$ cat src/rtl/rie_pkg.sv
package rie_pkg;

  typedef enum logic [1:0] {
    GR_64K = 2'd0,
    GR_2M  = 2'd1,
    GR_1G  = 2'd2,
    GR_ALL = 2'd3
  } gran_e;

  localparam int unsigned CMD_W = 64;

  // Field positions in the launch word, derived from MSB-first numbering
  localparam int unsigned POS_ALL      = CMD_W - 1 - 12;
  localparam int unsigned POS_SCOPE    = CMD_W - 1 - 13;
  localparam int unsigned POS_SIZE_LSB = CMD_W - 1 - 17;
  localparam int unsigned POS_ASID_LSB = CMD_W - 1 - 38;
  localparam int unsigned POS_NOFLUSH  = CMD_W - 1 - 39;

endpackage

$ cat src/rtl/rie_granule_sel.sv
module rie_granule_sel
  import rie_pkg::*;
#(
  parameter int unsigned ADDR_W = 64,
  parameter int unsigned SH_S   = 16,
  parameter int unsigned SH_M   = 21,
  parameter int unsigned SH_L   = 30
) (
  input  logic [ADDR_W-1:0] start_i,
  input  logic [ADDR_W-1:0] end_i,
  output gran_e             gran_o,
  output logic              err_o,
  output logic [ADDR_W-1:0] start_algn_o
);

  localparam int unsigned NLVL = 3;
  localparam int unsigned SH [NLVL] = '{SH_S, SH_M, SH_L};

  logic [NLVL-1:0]   lvl_eq;
  logic [ADDR_W-1:0] lvl_start [NLVL];

  // One comparator and one alignment per rung of the ladder
  for (genvar g = 0; g < NLVL; g++) begin : g_lvl
    localparam logic [ADDR_W-1:0] KEEP = ~((ADDR_W'(1) << SH[g]) - ADDR_W'(1));
    assign lvl_eq[g]    = (start_i & KEEP) == (end_i & KEEP);
    assign lvl_start[g] = start_i & KEEP;
  end

  always_comb begin
    err_o = end_i < start_i;
    if (err_o)          gran_o = GR_ALL;
    else if (lvl_eq[0]) gran_o = GR_64K;
    else if (lvl_eq[1]) gran_o = GR_2M;
    else if (lvl_eq[2]) gran_o = GR_1G;
    else                gran_o = GR_ALL;
  end

  always_comb begin
    unique case (gran_o)
      GR_64K:  start_algn_o = lvl_start[0];
      GR_2M:   start_algn_o = lvl_start[1];
      default: start_algn_o = lvl_start[2];
    endcase
  end

endmodule

$ cat src/rtl/rie_launch_pack.sv
module rie_launch_pack
  import rie_pkg::*;
#(
  parameter int unsigned ID_W     = 20,
  parameter int unsigned CODE_W   = 3,
  parameter logic [CODE_W-1:0] CODE_64K = 3'd5,
  parameter logic [CODE_W-1:0] CODE_2M  = 3'd1,
  parameter logic [CODE_W-1:0] CODE_1G  = 3'd3
) (
  input  logic [ID_W-1:0]  asid_i,
  input  gran_e            gran_i,
  output logic [CMD_W-1:0] cmd_o
);

  // The identifier must stay below the size field; the size field below bit 50
  localparam int unsigned ASID_TOP = POS_ASID_LSB + ID_W;
  localparam int unsigned SIZE_TOP = POS_SIZE_LSB + CODE_W;

  logic [CODE_W-1:0] size_code;

  always_comb begin
    unique case (gran_i)
      GR_64K:  size_code = CODE_64K;
      GR_2M:   size_code = CODE_2M;
      GR_1G:   size_code = CODE_1G;
      default: size_code = '0;
    endcase
  end

  always_comb begin
    cmd_o = '0;
    cmd_o[POS_SCOPE] = 1'b1;
    cmd_o[POS_ASID_LSB +: ID_W] = asid_i;
    if (gran_i == GR_ALL) cmd_o[POS_ALL] = 1'b1;
    else                  cmd_o[POS_SIZE_LSB +: CODE_W] = size_code;
    cmd_o[POS_NOFLUSH] = 1'b0;
  end

  always_comb begin
    assert (ASID_TOP <= POS_SIZE_LSB && SIZE_TOP <= POS_SCOPE)
      else $error("a_r6_field_overlap: launch fields overlap");
  end

endmodule

$ cat src/rtl/rie_encoder.sv
module rie_encoder
  import rie_pkg::*;
#(
  parameter int unsigned ADDR_W = 64,
  parameter int unsigned ID_W   = 20,
  parameter int unsigned SH_S   = 16,
  parameter int unsigned SH_M   = 21,
  parameter int unsigned SH_L   = 30,
  parameter int unsigned CODE_W = 3,
  parameter logic [CODE_W-1:0] CODE_64K = 3'd5,
  parameter logic [CODE_W-1:0] CODE_2M  = 3'd1,
  parameter logic [CODE_W-1:0] CODE_1G  = 3'd3
) (
  input  logic              clk,
  input  logic              rst,
  input  logic              req_vld,
  input  logic [ID_W-1:0]   req_asid,
  input  logic [ADDR_W-1:0] req_start,
  input  logic [ADDR_W-1:0] req_end,
  output logic              rsp_vld,
  output logic [ADDR_W-1:0] rsp_start,
  output logic [1:0]        rsp_gran,
  output logic [63:0]       rsp_cmd,
  output logic              rsp_err
);

  gran_e             sel_gran;
  logic              sel_err;
  logic [ADDR_W-1:0] sel_start;
  logic [CMD_W-1:0]  pk_cmd;

  rie_granule_sel #(
    .ADDR_W(ADDR_W), .SH_S(SH_S), .SH_M(SH_M), .SH_L(SH_L)
  ) u_sel (
    .start_i     (req_start),
    .end_i       (req_end),
    .gran_o      (sel_gran),
    .err_o       (sel_err),
    .start_algn_o(sel_start)
  );

  rie_launch_pack #(
    .ID_W(ID_W), .CODE_W(CODE_W),
    .CODE_64K(CODE_64K), .CODE_2M(CODE_2M), .CODE_1G(CODE_1G)
  ) u_pack (
    .asid_i(req_asid),
    .gran_i(sel_gran),
    .cmd_o (pk_cmd)
  );

  // Single output stage; payload only loads on a request
  always_ff @(posedge clk) begin
    if (rst) begin
      rsp_vld   <= 1'b0;
      rsp_start <= '0;
      rsp_gran  <= '0;
      rsp_cmd   <= '0;
      rsp_err   <= 1'b0;
    end else begin
      rsp_vld <= req_vld;
      if (req_vld) begin
        rsp_start <= sel_start;
        rsp_gran  <= sel_gran;
        rsp_cmd   <= pk_cmd;
        rsp_err   <= sel_err;
      end
    end
  end

  a_r10_one_cycle: assert property (@(posedge clk) disable iff (rst)
    req_vld |=> rsp_vld);
  a_r10_idle_low: assert property (@(posedge clk) disable iff (rst)
    !req_vld |=> !rsp_vld);
  a_r5_scope_set: assert property (@(posedge clk) disable iff (rst)
    rsp_vld |-> rsp_cmd[POS_SCOPE]);
  a_r8_flush_kept: assert property (@(posedge clk) disable iff (rst)
    rsp_vld |-> !rsp_cmd[POS_NOFLUSH]);
  a_r7_all_no_size: assert property (@(posedge clk) disable iff (rst)
    (rsp_vld && rsp_gran == 2'd3) |->
      (rsp_cmd[POS_ALL] && rsp_cmd[POS_SIZE_LSB +: CODE_W] == '0));
  a_r7_range_no_all: assert property (@(posedge clk) disable iff (rst)
    (rsp_vld && rsp_gran != 2'd3) |->
      (!rsp_cmd[POS_ALL] && rsp_cmd[POS_SIZE_LSB +: CODE_W] != '0));
  a_r9_err_whole: assert property (@(posedge clk) disable iff (rst)
    (rsp_vld && rsp_err) |-> rsp_gran == 2'd3);
  a_r4_low_clear: assert property (@(posedge clk) disable iff (rst)
    rsp_vld |-> rsp_start[SH_S-1:0] == '0);
  a_r6_asid_path: assert property (@(posedge clk) disable iff (rst)
    req_vld |=> rsp_cmd[POS_ASID_LSB +: ID_W] == $past(req_asid));

endmodule

$ cat config.mk
export PLATFORM = sky130hd
export DESIGN_NAME = rie_encoder
export DESIGN_NICKNAME = d
export VERILOG_FILES = /design/src/rtl/rie_pkg.sv /design/src/rtl/rie_granule_sel.sv /design/src/rtl/rie_launch_pack.sv /design/src/rtl/rie_encoder.sv
export SDC_FILE = /design/constraint.sdc
export NUM_CORES = 1
export LEC_CHECK = 0
export ABC_AREA = 1
export BUFFER_PORTS_ARGS = -buffer_cell sky130_fd_sc_hd__buf_2
export CELL_PAD_IN_SITES_DETAIL_PLACEMENT = 0
export CELL_PAD_IN_SITES_GLOBAL_PLACEMENT = 1
export CORE_MARGIN = 5
export CORE_UTILIZATION = 27
export CTS_CLUSTER_SIZE = 8
export DETAILED_ROUTE_END_ITERATION = 7
export PLACE_DENSITY_LB_ADDON = 0.08
export SYNTH_ARGS = -nofsm -noshare
export SYNTH_HDL_FRONTEND = slang
export SYNTH_SLANG_ARGS = --single-unit
$ cat constraint.sdc
create_clock -name clk -period 1.8 [get_ports clk]
set_input_delay 0.36 -clock clk [delete_from_list [all_inputs] [get_ports clk]]
set_output_delay 0.36 -clock clk [all_outputs]
set_load 0.005 [all_outputs]
After elaboration in Yosys (flattened, before gate mapping). Index checks and enable logic that the tools add are counted.

Register bits after elaboration: 93. Input port bits: 151. Word-level logic and storage cells: 21.

$lt $le $gt $ge: 1. Eq/ne operators: 6. Multiplexer cells: 8. Reduce and logical (&&, ||, !) cells: 1.

Operators with widths (count): less-than comparator 64 bit (1); one-hot mux 30 bit (2 select lines) (1); equality test 48 bit (1); equality test 43 bit (1); equality test 34 bit (1); one-hot mux 3 bit (3 select lines) (1); two-way mux 2 bit (3); equality test 2 bit (second input constant) (2); two-way mux 3 bit (1); equality test 2 x 1 -> 1 bit (second input constant) (1); logical NOT 2 bit (1); two-way mux 1 bit (2).

Longest topological paths before layout.
Word-level depth: 8. Gate-level depth with buffers: 16.

By module. From an unflattened synthesis, not the netlist that was laid out.

Cell total of the unflattened synthesis: 1262. Area, all modules: 8017.7 sq um.

By module, submodules not included: rie_encoder (times used 1, cells an instance 833, area an instance 5340.1 sq um, seq. area each 2642.5 sq um); rie_granule_sel (times used 1, cells an instance 362, area an instance 2200.9 sq um, seq. area each 0.0 sq um); rie_launch_pack (times used 1, cells an instance 67, area an instance 476.7 sq um, seq. area each 0.0 sq um).

Least setup slack after synthesis. OpenSTA, ideal clock, no wires.

Path type: input-to-reg. Start point: input port req_start[61]. End point: register rsp_cmd[51]. Arrival time: 1.802 ns. Required time: 1.668 ns. Setup slack: -0.134 ns. Stages: 13. Buffers on the path: 0. Cell sequence: inv_1 > ha_1 > nand2_1 > nor2_2 > nand2_1 > nor2_4 > nand2_1 > clkinv_1 > nand2_1 > o31ai_4 > nand2_2 > nand3_1 > a21oi_1.

Longest elaborated chain between the ends: 7. Elaborated cells between the ends (all ways): 10. Classes of those cells: order compare (1); eq/ne (4); mux (5).

RTL lines: start: declaration (RTL line rie_encoder.sv:18) `input logic [ADDR_W-1:0] req_start,`; branches (longest 4 deep; another with less-than comparator 64 bit); two-way mux 2 bit (*) (RTL line rie_granule_sel.sv:31) `if (err_o) gran_o = GR_ALL;`; equality test 2 bit (*) (RTL line rie_launch_pack.sv:34) `if (gran_i == GR_ALL) cmd_o[POS_ALL] = 1'b1;`; two-way mux 1 bit (*) (RTL line rie_launch_pack.sv:34); end signal: assignment (RTL line rie_encoder.sv:64) `rsp_cmd <= pk_cmd;`; end: declaration (RTL line rie_encoder.sv:23) `output logic [63:0] rsp_cmd,`.

Mark *: on every way between the ends. A chain may end at the register's enable or synchronous reset.

Worst setup path after layout.
Start point: input port req_start[35]. End point: register rsp_cmd[48].

Longest elaborated chain between the ends: 8. Elaborated cells between the ends (all ways): 14. Classes of those cells: order compare (1); eq/ne (6); mux (6); reduce/logical (1).

RTL lines: branches (longest 4 deep; another with less-than comparator 64 bit); two-way mux 2 bit (*) (RTL line rie_granule_sel.sv:31); equality test 2 bit (tied with other cells) (RTL line rie_launch_pack.sv:22) `unique case (gran_i)`; one-hot mux 3 bit (3 select lines) (RTL line rie_launch_pack.sv:22); two-way mux 3 bit (*) (RTL line rie_launch_pack.sv:34).

Marked as above.

==> out/results.env <==
PLACED_AREA_UM2=6680
REPORT.FINAL.SETUP_VIOL=4
NFILLCELLS=1853
GP_CONGESTION=0.790
VIOLATIONS='setup timing'
NUM-NETS-FINAL=1161
NETLIST-CELL-TYPE-COUNT=30
LAYOUT_WORST_PATH_CYCLE_SHARE_PCT=101
FINISH.INSTANCE_AREA_UM2=7730
RUN_STATUS='complete, but fails checks'
TIMING_MAX_TRANSITION_VIOLATIONS_FINAL=0
POST_SYNTH.CELL_AREA_AVG_UM2=7.45
CRITPATHMAXFANOUT=7
MAX-VDD-IR-DROP_mV=0.409
CLOCK_TREE_BUFFER_DEPTH=2
DIE_AREA_UM2=20900
POSTSYNTHREGISTERBITS=77
TIMING.MAX_CAP.VIOLATIONS=0
TOTALNEGATIVESETUPSLACK_NS=-0.0287
MUXSHAREOFSYNTHAREA_PCT=0
UNREPAIRED_SETUP_ENDPOINTS_AFTER_GLOBAL_ROUTING='yes'
VIA_COUNT=5129
PLACE.PORT_BUFFERS=227
WIRE_PER_INST_UM=14.3
CRITICAL_PATH_AT_NS=2.09
P_LEAK_nW=3.96
INITIAL_CORE_UTIL_PCT=27.3
OVERFLOW=0
COUNT_OF_HOLD_FIX_BUFFERS_INSERTED_AT_CTS=0
DRT-INITIAL-DRC-COUNT=163
FIN_SKEW_NS=0
GLOBAL_ROUTE.USAGE.TOTAL_PCT=15.6
FMAX_GHz=0.551
YOSYS.AREA_SHARE.SIMPLE_PCT=19.4
NUMCLOCKSINKS=77
SYNTH_XOR_AREA_SHARE_PCT=0
DP.CELLS=1144
WORST_SETUP_PATH_END_KIND='register'
DIE_HEIGHT_UM=145
DRC=0
LARGEST_FAMILY_OF_LOGIC_CELLS_BY_SYNTHESIZED_AREA='simple AND/OR/NAND/NOR gates'
FINAL_ANTENNA_NET_COUNT=0
POWER_DENSITY_nW_PER_UM2=649
SYNTHESIS.AREA_UM2=4890
TRITONCTS='done'
H-TREE-DEPTH=3
ANTENNA_FOUND_INITIAL=2
FIN_WS_NS=-0.0149
LAYOUT_CELL_SHARE_WITH_DRIVE_STRENGTH_BEYOND_1_PCT=46.4
HPWL_REPORTED_AT_THE_END_OF_DETAILED_PLACEMENT_UM=13000
FLOORPLAN.CORE_AREA_UM2=17900
SETUP.REG_TO_REG.WORST_SLACK_NS=1.12
HOLD_PATH.CLASS='in -> reg'
AREAGROWTHSYNTHTOFINISH_PCT=58.0
DIE_WIDTH_UM=145
CORE.ROWCOUNT=49
CLK-INSERTION-DELAY-LATE_NS=0.34
PRE_CTS_SLACK_NS=-0.504
GRT_PASS1_WL_UM=25600
HOLD_SLACK_NS=0.231
DETAIL_ROUTE.FIRST_PASS.ITERATIONS=4
CTS.CLK_SLEW.WORST_PATHS_NS=0.07
LARGEST_NET_DEGREE_AT_THE_START_OF_GLOBAL_ROUTING=51
LAYOUT.CELLS.MOST_COMMON_LIST='buf_2, dfxtp_1, nor2_1, a21oi_1, buf_4'
SEQ_AREA_FRAC_SYNTH_PCT=31.5
TRITONCTS.NUM_BUFFERS=9
SYN_WARNINGS=0
FINAL-INSTANCE-COUNT-EXCL-FILL=1181
POSTSYNTHCELLCOUNT=656
IO_PINS=283
VIAS_IN_THE_FIRST_GLOBAL_ROUTE=5168
FINAL.MIN_CLOCK_PERIOD_NS=1.81
COMPOUND_CELL_AREA_SHARE_OF_THE_YOSYS_NETLIST_PCT=15.7
LAYOUT.CELLS.MOST_COMMON='buf_2'
KIND_OF_CRITICAL_PATH='in -> reg'
CLOCK_TREE.ROOT_CELL='clkbuf_16'
SYNTHADDERAREAFRAC_PCT=16.1
HOLD_VIOL_FINAL=0
TIMING.CRITICAL_PATH.REQUIRED_NS=2.08
WL_UM=16900
CRITPATHLAUNCHTYPE='primary input'
DETAIL_ROUTE.VIAS_PER_CELL=4.34
INSERTEDDIODECOUNT=0
-- registers in the layout (all words and copies together), names as in the netlist --
name       flops
rsp_vld        1
rsp_gran       2
rsp_start     48
rsp_cmd       25
rsp_err        1
-- path summary, 6_finish.rpt --
| check | start | end | depth (start not counted) |
|---|---|---|---|
| max | req_start[35] | rsp_cmd[48] | 17 |
| min | req_asid[18] | rsp_cmd[43] | 3 |
| max reg2reg | rsp_start[35] | rsp_start[35] | 2 |
| min reg2reg | rsp_start[26] | rsp_start[26] | 2 |
-- power breakdown --
| group | leakage (nW) | total (mW) | switching (mW) | internal, mW |
|---|---|---|---|---|
| Clock | 0.149 | 1.91 | 0.814 | 1.10 |
| Sequential | 0.636 | 1.84 | 0.0408 | 1.80 |
| Combinational | 3.17 | 1.27 | 0.642 | 0.624 |
| Total | 3.96 | 5.01 | 1.50 | 3.52 |
-- worst max-delay path: stages --
cell	delay (ns)
buf_6	0.07
inv_4	0.03
ha_4	0.27
nand2_4	0.06
nor2_4	0.11
buf_6	0.12
nand2_4	0.05
nor2_4	0.17
nand2_8	0.08
inv_4	0.05
nand2_2	0.05
nand2_2	0.08
nor2_4	0.04
nand3_4	0.12
nand3_4	0.15
buf_6	0.16
a21oi_1	0.10
-- metal layers --
metal	global-route usage (%)	share of wire [%]
met4	5.20	1.6
met1	17.7	39
met2	27.0	49
met5	0	0.17
met3	5.62	9.7
-- kinds of logic (layout without fill, tap and decap cells) --
family                     after synthesis  after routing
DFF                                     77             77
buffers and inverters                  165            406
AOI/OAI and AO/OA                      149            150
other                                    1             55
adders and majority gates               63             63
and+or+nand+nor                        201            201
-- synthesized netlist by cell type (all sizes together) --
library cell  count  area, µm²
inv              84        315
clkbuf           19       71.3
nor2             88        385
o21a              1       7.51
nand4            15        100
nor3              5       36.3
a21oi            77        385
nor4              2       12.5
a31oi             1       6.26
a21o              1       7.51
buf              60        444
nand2            82        328
conb              1       3.75
clkinv            2       7.51
o31ai             1       21.3
nand3             9       87.6
ha               63        788
o21ai            68        340
dfxtp            77       1540
-- through the flow --
step / utilization (%) / total power, mW
after floorplan: - / 2.51
after global placement: 37.3 / 2.94
after detailed placement: 37.3 / 2.95
after CTS: 40.9 / 4.99
after global routing: 43.2 / 5.34
final: 43.2 / 5.01
-- timing repair --
action / in CTS / in global routing
buffers inserted: 9 / 11
resized for setup: 44 / 68
pin swaps: 34 / 53
endpoints found under the setup margin: 19 / 21
cloned: 1 / 0
-- area by class of cell --
cell class / count / area [µm²] / share of cell area (%)
Tap cell: 229 / 287 / 3.71
Timing Repair Buffer: 304 / 1890 / 24.4
Clock buffer: 9 / 225 / 2.91
Inverter: 86 / 354 / 4.58
Sequential cell: 77 / 1540 / 19.9
Clock inverter: 7 / 80.1 / 1.04
Multi-Input combinational cell: 469 / 3350 / 43.4
Power figures use the tool's default switching activity.
